$ cat src/rtl/modulator_pkg.sv
package modulator_pkg;

   // carrier phase within one period
   typedef enum logic {
      PH_HIGH = 1'b0,
      PH_LOW  = 1'b1
   } phase_e;

   // largest low-phase multiple of the high time
   localparam int MAX_LOW_UNITS = 3;
   localparam int LOW_UNITS_W   = $clog2(MAX_LOW_UNITS + 1);

   // mode codes that enable a carrier
   localparam int MODE_HALF    = 1;
   localparam int MODE_THIRD   = 2;
   localparam int MODE_QUARTER = 3;

endpackage

$ cat src/rtl/mod_ctrl_reg.sv
module mod_ctrl_reg #(
   parameter int ON_W   = 5,
   parameter int MODE_W = 3,
   localparam int REG_W = ON_W + MODE_W
) (
   input  logic              clk,
   input  logic              rst_n,
   input  logic              wr_en,
   input  logic [REG_W-1:0]  wdata,
   output logic [REG_W-1:0]  rdata,
   output logic [ON_W-1:0]   on_time,
   output logic [MODE_W-1:0] mode
);

   logic [REG_W-1:0] ctrl_q;

   always_ff @(posedge clk or negedge rst_n) begin
      if (!rst_n) begin
         ctrl_q <= '0;
      end else if (wr_en) begin
         ctrl_q <= wdata;
      end
   end

   assign rdata   = ctrl_q;
   assign on_time = ctrl_q[ON_W-1:0];
   assign mode    = ctrl_q[REG_W-1:ON_W];

   AST_READBACK: assert property (@(posedge clk) disable iff (!rst_n)
      wr_en |=> (rdata == $past(wdata)));

endmodule

$ cat src/rtl/mod_mode_decode.sv
module mod_mode_decode
   import modulator_pkg::*;
#(
   parameter int MODE_W = 3
) (
   input  logic [MODE_W-1:0]      mode,
   output logic                   active,
   output logic [LOW_UNITS_W-1:0] low_units
);

   always_comb begin
      active    = 1'b1;
      low_units = LOW_UNITS_W'(1);
      if (mode == MODE_W'(MODE_HALF)) begin
         low_units = LOW_UNITS_W'(1);
      end else if (mode == MODE_W'(MODE_THIRD)) begin
         low_units = LOW_UNITS_W'(2);
      end else if (mode == MODE_W'(MODE_QUARTER)) begin
         low_units = LOW_UNITS_W'(3);
      end else begin
         active    = 1'b0;
      end
   end

endmodule

$ cat src/rtl/mod_phase_seq.sv
module mod_phase_seq
   import modulator_pkg::*;
#(
   parameter int ON_W = 5
) (
   input  logic                   clk,
   input  logic                   rst_n,
   input  logic                   restart,
   input  logic                   active,
   input  logic [ON_W-1:0]        on_time,
   input  logic [LOW_UNITS_W-1:0] low_units,
   output logic                   wave_high,
   output logic                   period_end
);

   phase_e                 phase_q;
   logic [ON_W-1:0]        seg_q;
   logic [LOW_UNITS_W-1:0] unit_q;
   logic                   seg_last;
   logic                   unit_last;

   assign seg_last   = (seg_q == on_time);
   assign unit_last  = (unit_q == (low_units - LOW_UNITS_W'(1)));
   assign wave_high  = (phase_q == PH_HIGH);
   assign period_end = active && (phase_q == PH_LOW) && seg_last && unit_last;

   always_ff @(posedge clk or negedge rst_n) begin
      if (!rst_n) begin
         phase_q <= PH_HIGH;
         seg_q   <= '0;
         unit_q  <= '0;
      end else if (restart || !active) begin
         phase_q <= PH_HIGH;
         seg_q   <= '0;
         unit_q  <= '0;
      end else if (!seg_last) begin
         seg_q   <= seg_q + ON_W'(1);
      end else begin
         seg_q <= '0;
         if (phase_q == PH_HIGH) begin
            phase_q <= PH_LOW;
            unit_q  <= '0;
         end else if (unit_last) begin
            phase_q <= PH_HIGH;
            unit_q  <= '0;
         end else begin
            unit_q  <= unit_q + LOW_UNITS_W'(1);
         end
      end
   end

   AST_RESTART_HIGH: assert property (@(posedge clk) disable iff (!rst_n)
      restart |=> (wave_high && seg_q == '0));

   AST_SEG_BOUND: assert property (@(posedge clk) disable iff (!rst_n)
      (active && !restart) |-> (seg_q <= on_time));

   AST_HIGH_ENDS: assert property (@(posedge clk) disable iff (!rst_n)
      (active && !restart && wave_high && seg_last) |=> !wave_high);

   AST_STROBE_WRAP: assert property (@(posedge clk) disable iff (!rst_n)
      (period_end && !restart) |=> (wave_high && seg_q == '0));

endmodule

$ cat src/rtl/pulse_modulator.sv
module pulse_modulator
   import modulator_pkg::*;
#(
   parameter int ON_W         = 5,
   parameter int MODE_W       = 3,
   parameter bit GATE_CARRIER = 1'b1,
   localparam int REG_W       = ON_W + MODE_W
) (
   input  logic             clk,
   input  logic             rst_n,
   input  logic             reg_wr_en,
   input  logic [REG_W-1:0] reg_wdata,
   output logic [REG_W-1:0] reg_rdata,
   input  logic             port_bit,
   output logic             mod_out,
   output logic             period_strobe
);

   generate
      if (ON_W < 1) begin : g_bad_on_w
         $error("pulse_modulator: ON_W must be at least 1");
      end
      if (MODE_W < 2) begin : g_bad_mode_w
         $error("pulse_modulator: MODE_W must be at least 2");
      end
   endgenerate

   logic [ON_W-1:0]        on_time;
   logic [MODE_W-1:0]      mode;
   logic                   active;
   logic [LOW_UNITS_W-1:0] low_units;
   logic                   wave_high;
   logic                   period_end;

   mod_ctrl_reg #(.ON_W(ON_W), .MODE_W(MODE_W)) u_reg (
      .clk     (clk),
      .rst_n   (rst_n),
      .wr_en   (reg_wr_en),
      .wdata   (reg_wdata),
      .rdata   (reg_rdata),
      .on_time (on_time),
      .mode    (mode)
   );

   mod_mode_decode #(.MODE_W(MODE_W)) u_dec (
      .mode      (mode),
      .active    (active),
      .low_units (low_units)
   );

   mod_phase_seq #(.ON_W(ON_W)) u_seq (
      .clk        (clk),
      .rst_n      (rst_n),
      .restart    (reg_wr_en),
      .active     (active),
      .on_time    (on_time),
      .low_units  (low_units),
      .wave_high  (wave_high),
      .period_end (period_end)
   );

   generate
      if (GATE_CARRIER) begin : g_gated
         assign mod_out = active ? (wave_high & port_bit) : port_bit;
      end else begin : g_raw
         assign mod_out = active ? wave_high : port_bit;
      end
   endgenerate

   assign period_strobe = period_end;

   AST_OFF_NO_STROBE: assert property (@(posedge clk) disable iff (!rst_n)
      !active |-> !period_strobe);

   AST_STROBE_IN_LOW: assert property (@(posedge clk) disable iff (!rst_n)
      period_strobe |-> !wave_high);

endmodule

$ cat config.mk
export PLATFORM = sky130hd
export DESIGN_NAME = pulse_modulator
export DESIGN_NICKNAME = d
export VERILOG_FILES = /design/src/rtl/modulator_pkg.sv /design/src/rtl/mod_ctrl_reg.sv /design/src/rtl/mod_mode_decode.sv /design/src/rtl/mod_phase_seq.sv /design/src/rtl/pulse_modulator.sv
export SDC_FILE = /design/constraint.sdc
export NUM_CORES = 1
export LEC_CHECK = 0
export BUFFER_PORTS_ARGS = -buffer_cell sky130_fd_sc_hd__buf_4
export CORE_MARGIN = 2
export CORE_UTILIZATION = 30
export CTS_BUF_LIST = sky130_fd_sc_hd__clkbuf_8 sky130_fd_sc_hd__clkbuf_16
export CTS_CLUSTER_SIZE = 10
export DETAILED_ROUTE_END_ITERATION = 6
export PLACE_DENSITY = 0.53
export SYNTH_ARGS = -nofsm -noshare
export SYNTH_HDL_FRONTEND = slang
export SYNTH_HIERARCHICAL = 1
export SYNTH_SLANG_ARGS = --single-unit
$ cat constraint.sdc
create_clock -name clk -period 3.35 [get_ports clk]
set_clock_uncertainty 0.2 [all_clocks]
set_input_delay 0.335 -clock clk [delete_from_list [all_inputs] [get_ports clk]]
set_output_delay 0.335 -clock clk [all_outputs]
set_load 0.02 [all_outputs]
==> reports/metrics.yaml, run 1 <==
synth_fp_nets: 90
fp.dieW_um: 58.80
synth_cell_type_count: 29
cts_tree: "built"
crit_path_start_kind: "register"
hold-worst-slack_ns: 0.1171
synth_top_area_cell: "dfrtp_1"
start_util_pct: 32.11
setup_viol: 0
clkLatencyLatePin_ns: 0.24
grtUsageTotal_pct: 9.844
row_count: 19
internal_power_uw: 357.8
max_cap_viol_count: 0
final_common_cell: "buf_4"
via_per_inst: 4.824
ioPinCount: 22
outcome: "completed"
clock-sinks: 16
fmax_mhz: 401.1
dieHeight_um: 58.80
synth_edf_count: 0
slew_headroom_pct: 63.89
cts_buffers: 3
num_vias: 603
cp-end-kind: "primary output"
powerDensity_nw_per_um2: 437.9
switching_share_pct: 25.11
grt_max_degree: 17
async_reset_ff_share_pct: 100.0
vdd_ir_drop_max_mv: 0.1367
maxSlewViolCount: 0
grt_pass1_wl_um: 2615
drive_above_1_share_pct: 38.30
areaGrowthSynthToFinish_pct: 21.11
hp-class: "in2reg"
crit_arrival_ns: 1.96
crit_required_ns: 2.81
p_sw_uw: 120.0
post_drt_wl_per_cell_um: 12.27
comb_power_share_pct: 19.6
io_buffers: 21
p_leak_nw: 0.4971
root_buffer: "clkbuf_8"
dpl.hpwl_um: 1167
yosys_warnings: 6
finalHoldViolCount: 0
multi_input_area_sq_um: 421.7
avgSynthCellArea_sq_um: 11.70
p_clk_share_pct: 35.0
worst-path-max-fanout: 5
fin_area_sq_um: 1091
nFillCells: 288
remaining_drc_errors: 0
placed_cell_area_sq_um: 1026
ff2ff_setup_slack_ns: 1.54
firstDrtPassIters: 4
wl_um: 1534
timing.rr.end: "u_seq/phase_q"
ys_ff_latch: 16
antenna_found_initial: 0
regToRegStartpoint: "u_reg/rdata[7]"
synth_top_cells_by_area: "dfrtp_1, mux2_4, xnor2_1, buf_4, nor3_1"
min_period_ns: 2.493
tightest_slew_ns: 0.5396
grt-ovfl-total: 0
p_seq_share_pct: 45.3
synth_top_area_share_pct: 44.44
endpoint: "period_strobe"
final_nets: 108
ant_nets: 0
setup.worst_path.start: "u_reg/rdata[7]"
seq_area_frac_synth_pct: 44.44
final-seq-area_sq_um: 400.4
coreArea_sq_um: 2805
die_area_sq_um: 3457
antenna_cells: 0
rr_worst_depth: 4
rsz0062_at_grt: "false"
gp_congestion: 0.7048
cts_resized: 0
most-common-layout-cells: "buf_4, dfrtp_1, mux2_4"
path_clk_slew_ns: 0.07
syn_inst: 77
clk_path_buf_depth: 2
yosys_most_used_dff: "dfrtp_1"
crit_type: "reg2out"
first_global_vias: 581
fin_crit_sh_pct: 74.42
dr.first_iter.drc_count: 6
setup_tns_ns: 0
h-tree-depth: 1
syn_area_sq_um: 900.9
==> per-stage QoR <==
stage                     util, %  total power [mW]  worst slack [ns]  instances
final                       38.89            0.4778            0.8570        125
after global routing        38.89            0.5033            0.7715        125
after detailed placement    36.57            0.3135             1.124        120
after global placement      36.57            0.3137             1.148        120
after floorplan                 -            0.2895             1.201         77
after CTS                   38.89            0.4836            0.8510        125
==> flip-flops by register name (all words and copies together), names as in the netlist <==
signal / cells
u_seq/unit_q: 2
u_reg/rdata: 8
u_seq/phase_q: 1
u_seq/seg_q: 5
==> cell usage after synthesis, drive strengths merged, types with 2 or more instances <==
master  instances
dfrtp          16
buf             9
mux2            8
xnor2           7
nor3            5
nand2           3
nand3           3
nor2b           3
inv             2
or3b            2
xor2            2
==> worst min-delay path by stage <==
stage                 start              to  depth (start not counted)
3_5_place_dp          rst_n  u_reg/rdata[0]                          1
5_1_grt        reg_wdata[6]  u_reg/rdata[6]                          2
4_1_cts        reg_wdata[1]  u_reg/rdata[1]                          2
6_report       reg_wdata[6]  u_reg/rdata[6]                          2
3_3_place_gp          rst_n  u_reg/rdata[0]                          1
2_1_floorplan         rst_n  u_reg/rdata[0]                          0
==> what timing repair did <==
action / CTS / global route
endpoints found under the hold margin: 16 / 0
setup buffers: 0 / 0
hold buffers: 1 / 0
endpoints found under the setup margin: 0 / 0
==> per-layer routing <==
layer | GRT usage (%) | routed length, um | vias up | share of wire, %
met1 | 13.19 | 710 | 299 | 46
li1 | - | - | 297 | -
met4 | 3.896 | 22 | 0 | 1.4
met5 | 0 | 0 | - | 0
met2 | 15.56 | 766 | 5 | 50
met3 | 1.978 | 34 | 2 | 2.2
==> area by class of cell <==
| type | count | share of cell area, % |
|---|---|---|
| clock buffer | 4 | 5.046 |
| multi-input combinational | 50 | 38.65 |
| sequential | 16 | 36.70 |
| timing repair buffer | 22 | 15.37 |
| tap | 31 | 3.555 |
| inverter | 2 | 0.6881 |
==> cell families (layout without fill, tap and decap cells) <==
family,Yosys count,after routing,share of synthesized area (%)
buffers and inverters,11,28,8.750
adders and majority gates,1,1,1.389
and+or+nand+nor,23,23,14.86
muxes,8,8,13.33
DFF,16,16,44.44
AOI/OAI and AO/OA,9,9,8.474
xor gates and xnor gates,9,9,8.750
==> critical path, cell delays in order (launching register included) <==
cell     delay, ns
dfrtp_1       0.41
or3b_1        0.44
or3b_1        0.40
a21oi_2       0.15
and3_1        0.16
buf_4         0.14
==> power by group through the flow <==
stage          combinational, mW  clock, mW  sequential [mW]
3_5_place_dp              0.0931          0            0.220
5_1_grt                    0.101      0.184            0.219
2_1_floorplan             0.0720          0            0.217
3_3_place_gp              0.0939          0            0.220
6_report                  0.0937      0.167            0.217
4_1_cts                   0.0944      0.172            0.217
Power figures use the tool's default switching activity.
==> inputs of run 2 (changes only) <==
==> constraint.sdc (replaced) <==
create_clock -name clk -period 2.4 [get_ports clk]
set_clock_uncertainty 0.2 [all_clocks]
set_input_delay 0.24 -clock clk [delete_from_list [all_inputs] [get_ports clk]]
set_output_delay 0.24 -clock clk [all_outputs]
set_load 0.02 [all_outputs]
==> run 2 against run 1 <==
Non-clock buffer count up 4; hold slack got worse by 0.093 ns; clock power grew 38%; via count is 4.3% higher; combinational power increased by 54%; cell area up 6.1%; count of clock-buffer cells in the layout is the same; die area did not move; sequential cell count unchanged; register-to-register slack got worse by 1.0 ns; largest power group unchanged.
==> reports/metrics.yaml, run 2 (synthesis results as in run 1) <==
outcome: "completed"
cp-end-kind: "primary output"
crit_arrival_ns: 1.89
slowest_delay_ns: 0.42
whs_path_depth: 2
cts_tree: "built"
min_period_ns: 2.329
p_seq_share_pct: 44.6
start_util_pct: 32.11
ant_nets: 0
grt_pass1_wl_um: 2766
rr_worst_depth: 6
dieHeight_um: 58.80
fp.dieW_um: 58.80
vdd_ir_drop_max_mv: 0.2134
cts_buffers: 3
p_sw_uw: 168.2
timing.rr.end: "u_seq/unit_q[1]"
hold_start: "reg_wdata[4]"
ioPinCount: 22
wl_um: 1648
grt_max_degree: 17
switching_share_pct: 24.84
path_clk_slew_ns: 0.06
dpl.hpwl_um: 1206
crit_path_start_kind: "register"
hp-class: "in2reg"
ff2ff_setup_slack_ns: 0.52
p_leak_nw: 0.5276
io_buffers: 21
clkLatencyLatePin_ns: 0.24
regToRegStartpoint: "u_reg/rdata[7]"
setup_viol: 0
remaining_drc_errors: 0
post_drt_wl_per_cell_um: 12.78
clock-sinks: 16
crit_top_cell: "or3b_4"
row_count: 19
fmax_mhz: 429.3
num_vias: 629
clk_path_buf_depth: 2
finalHoldViolCount: 0
root_buffer: "clkbuf_8"
final_nets: 112
dr.first_iter.drc_count: 4
holdPathEnd: "u_reg/rdata[4]"
crit_chain: "or3b_4 > or3b_4 > a21oi_4 > and3_4 > buf_6"
fin_crit_sh_pct: 97.06
slew_headroom_pct: 77.41
grt-ovfl-total: 0
p_total_uw: 677.1
worst-path-buf-inv: 1
gp_congestion: 0.7245
worst-path-max-fanout: 5
crit_type: "reg2out"
powerDensity_nw_per_um2: 585.0
most-common-layout-cells: "buf_4, dfrtp_1, mux2_4"
antenna_found_initial: 0
tightest_slew_ns: 0.3369
critPathTopFamily: "simple AND/OR/NAND/NOR gates"
grtUsageTotal_pct: 10.52
final_common_cell: "buf_4"
crit_required_ns: 1.96
internal_power_uw: 508.9
critPathSlowestCell: "or3b_4"
areaGrowthSynthToFinish_pct: 28.47
die_area_sq_um: 3457
drive_above_1_share_pct: 45.92
max_cap_viol_count: 0
p_clk_share_pct: 34.1
hold-worst-slack_ns: 0.02418
comb_power_share_pct: 21.3
h-tree-depth: 1
via_per_inst: 4.876
first_global_vias: 626
maxSlewViolCount: 0
antenna_cells: 0
coreArea_sq_um: 2805
firstDrtPassIters: 4
largest_reg_flops: 8
-- run 2: final cells by class --
| cell class | instances | area [sq um] |
|---|---|---|
| Timing Repair Buffer | 26 | 201.4 |
| Fill cell | 288 | 1648 |
| Tap cell | 31 | 38.79 |
| Sequential cell | 16 | 400.4 |
| Clock buffer | 4 | 55.05 |
| Inverter | 2 | 7.507 |
| Multi-Input combinational cell | 50 | 454.2 |
-- run 2: how the worst max path moves through the flow --
stage                        start            end  slack, ns  depth (start not counted)
CTS                 u_reg/rdata[7]  period_strobe       0.03                          5
global route        u_reg/rdata[6]  period_strobe      -0.01                          5
global placement    u_reg/rdata[7]  period_strobe       0.29                          5
detailed placement  u_reg/rdata[7]  period_strobe       0.25                          5
finish              u_reg/rdata[6]  period_strobe       0.07                          5
floorplan           u_reg/rdata[7]  period_strobe       0.35                          4
-- run 2: repair_timing --
item	in CTS	in global routing
hold endpoints to repair	16	0
setup endpoints to repair	1	1
pin swaps	0	2
hold buffers	1	0
gates resized for setup	1	7
buffers inserted	2	1
-- run 2: layer usage --
metal | up-vias | part of all wire [%] | GRT usage [%]
met5 | - | 0 | 0
met4 | 0 | 1.6 | 6.818
met3 | 2 | 1.6 | 1.319
met2 | 7 | 51 | 17.30
met1 | 318 | 46 | 12.90
li1 | 302 | - | -
-- run 2: power by group through the flow --
stage	Clock (mW)	Sequential (mW)	Combinational, mW
final	0.231	0.302	0.144
after CTS	0.242	0.302	0.140
after detailed placement	0	0.308	0.131
after floorplan	0	0.304	0.100
after global routing	0.254	0.304	0.156
after global placement	0	0.307	0.132
-- run 2: stage by stage --
step	setup TNS [ns]	worst slack [ns]	cell area, sq um	std cells	utilization, %
5_1_grt	-0.01235	-0.01235	1157	129	41.26
3_3_place_gp	0	0.2931	1033	121	36.84
3_5_place_dp	0	0.2519	1033	121	36.84
4_1_cts	0	0.03446	1116	128	39.79
6_report	0	0.07056	1157	129	41.26
2_1_floorplan	0	0.3456	900.9	77	-
==> inputs of run 3 (changes only) <==
==> constraint.sdc (replaced) <==
create_clock -name clk -period 2.4 [get_ports clk]
set_clock_uncertainty 0.2 [all_clocks]
set_input_delay 0.48 -clock clk [delete_from_list [all_inputs] [get_ports clk]]
set_output_delay 0.48 -clock clk [all_outputs]
set_load 0.02 [all_outputs]
==> run 3 against run 2 <==
The run now ends with setup timing left; core utilization fell by 0.89 points; non-clock buffer count increased by 1; first-iteration DRC count up 75%; sequential share of layout area is 0.76 points higher; die area stayed put; global-route usage increased by 1.2 points; count of clock-buffer cells in the layout unchanged; cell area down 2.2%; hold slack improved by 0.23 ns; critical path depth is the same; setup slack worse by 0.16 ns; register-to-register slack worse by 0.04 ns; critical endpoint unchanged.
==> reports/metrics.yaml, run 3 (synthesis results as in run 1) <==
crit_arrival_ns: 1.81
fin_ws_ns: -0.09242
antenna_found_initial: 0
nFillCells: 282
remaining_drc_errors: 0
min_period_ns: 2.492
hp-class: "in2reg"
cts_buffers: 3
dpl.hpwl_um: 1291
via_per_inst: 4.885
antenna_cells: 0
violations: "setup timing"
first_global_vias: 645
hold-worst-slack_ns: 0.2569
use_met3_pct: 1.319
final_common_cell: "buf_4"
final_nets: 113
hold_start: "reg_wdata[0]"
crit_chain: "or3b_1 > or3b_1 > a21oi_2 > and3_1 > buf_6"
largest_reg_flops: 8
h-tree-depth: 1
grt_use_met2_pct: 17.94
vdd_ir_drop_max_mv: 0.2449
grt_max_degree: 17
slowest_delay_ns: 0.40
io_buffers: 21
use_met1_pct: 15.13
crit_required_ns: 1.72
slew_headroom_pct: 79.76
finalHoldViolCount: 0
p_total_uw: 682.9
drive_above_1_share_pct: 41.41
num_vias: 635
wl_um: 1684
fmax_mhz: 401.2
cp-end-kind: "primary output"
start_util_pct: 32.11
dieHeight_um: 58.80
die_area_sq_um: 3457
grt-ovfl-total: 0
final-seq-area_sq_um: 400.4
crit_type: "reg2out"
fin_crit_sh_pct: 103.9
ant_nets: 0
crit_top_cell: "or3b_1"
maxSlewViolCount: 0
outcome: "finished, violations left"
placed_cell_area_sq_um: 1049
most-common-layout-cells: "buf_4, dfrtp_1, mux2_4"
worst-path-max-fanout: 3
fp.dieW_um: 58.80
path_clk_slew_ns: 0.06
dr.first_iter.drc_count: 7
setup_viol: 1
post-place-ws_ns: 0.07507
fin_util_pct: 40.37
cts_tree: "built"
gp_congestion: 0.6902
row_count: 19
setup.worst_path.start: "u_reg/rdata[7]"
p_leak_nw: 0.5220
ioPinCount: 22
firstDrtPassIters: 4
grtUsageTotal_pct: 11.73
clk_path_buf_depth: 2
root_buffer: "clkbuf_8"
multi_input_area_sq_um: 421.7
critPathSlowestCell: "dfrtp_1"
tightest_slew_ns: 0.2994
regToRegStartpoint: "u_reg/rdata[7]"
fin_area_sq_um: 1132
post_drt_wl_per_cell_um: 12.95
coreArea_sq_um: 2805
crit_path_start_kind: "register"
clkLatencyLatePin_ns: 0.25
grt_pass1_wl_um: 2953
max_cap_viol_count: 0
top_usage_layer: "met2"
clock-sinks: 16
areaGrowthSynthToFinish_pct: 25.69
rsz0062_at_grt: "true"
powerDensity_nw_per_um2: 603.1
==> run 3: metrics by stage <==
stage / cells / setup TNS [ns]
3_3_place_gp: 123 / 0
6_report: 130 / -0.09242
3_5_place_dp: 123 / 0
4_1_cts: 130 / -0.1034
5_1_grt: 130 / -0.1728
2_1_floorplan: 77 / 0
==> run 3: power by group <==
| part | internal (mW) | total [mW] | switching, mW | leakage, nW |
|---|---|---|---|---|
| sequential | 0.286 | 0.300 | 0.0140 | 0.205 |
| combinational | 0.0770 | 0.144 | 0.0672 | 0.289 |
| clock | 0.146 | 0.239 | 0.0932 | 0.0288 |
==> run 3: layout make-up <==
| type | instances | share of cell area [%] |
|---|---|---|
| timing repair buffer | 27 | 18.45 |
| clock buffer | 4 | 4.862 |
| multi-input combinational | 50 | 37.24 |
| tap | 31 | 3.425 |
| inverter | 2 | 0.6630 |
| sequential | 16 | 35.36 |
==> run 3: worst max-delay path: cells and delay by family (launching register included) <==
kind                   cells  cell delay (ns)
and+or+nand+nor            3             0.90
DFF                        1             0.40
buffers and inverters      1             0.12
AOI/OAI and AO/OA          1             0.14
==> run 3: final timing paths <==
| kind | end | slack [ns] | depth (start not counted) |
|---|---|---|---|
| setup / recovery | period_strobe | -0.09 | 5 |
| hold / removal | u_reg/rdata[0] | 0.26 | 2 |
| setup reg to reg | u_seq/unit_q[1] | 0.48 | 6 |
| hold reg to reg | u_seq/seg_q[0] | 0.32 | 1 |
| max in group asynchronous | u_seq/unit_q[1] | 1.40 | 2 |
| min in group asynchronous | u_reg/rdata[7] | 0.42 | 2 |
==> run 3: per-layer routing <==
| metal | share of wire, % | wire length, um |
|---|---|---|
| met1 | 43 | 729 |
| met2 | 51 | 856 |
| met3 | 2.3 | 39 |
| met4 | 3.6 | 60 |
| met5 | 0 | 0 |
==> run 3: timing repair <==
action                                  4_1_cts  5_1_grt
hold buffers                                  1        0
pin swaps                                     4        0
gates resized for setup                       1        0
endpoints found under the setup margin        1        1
buffers inserted                              2        0
hold endpoints to repair                     16        0
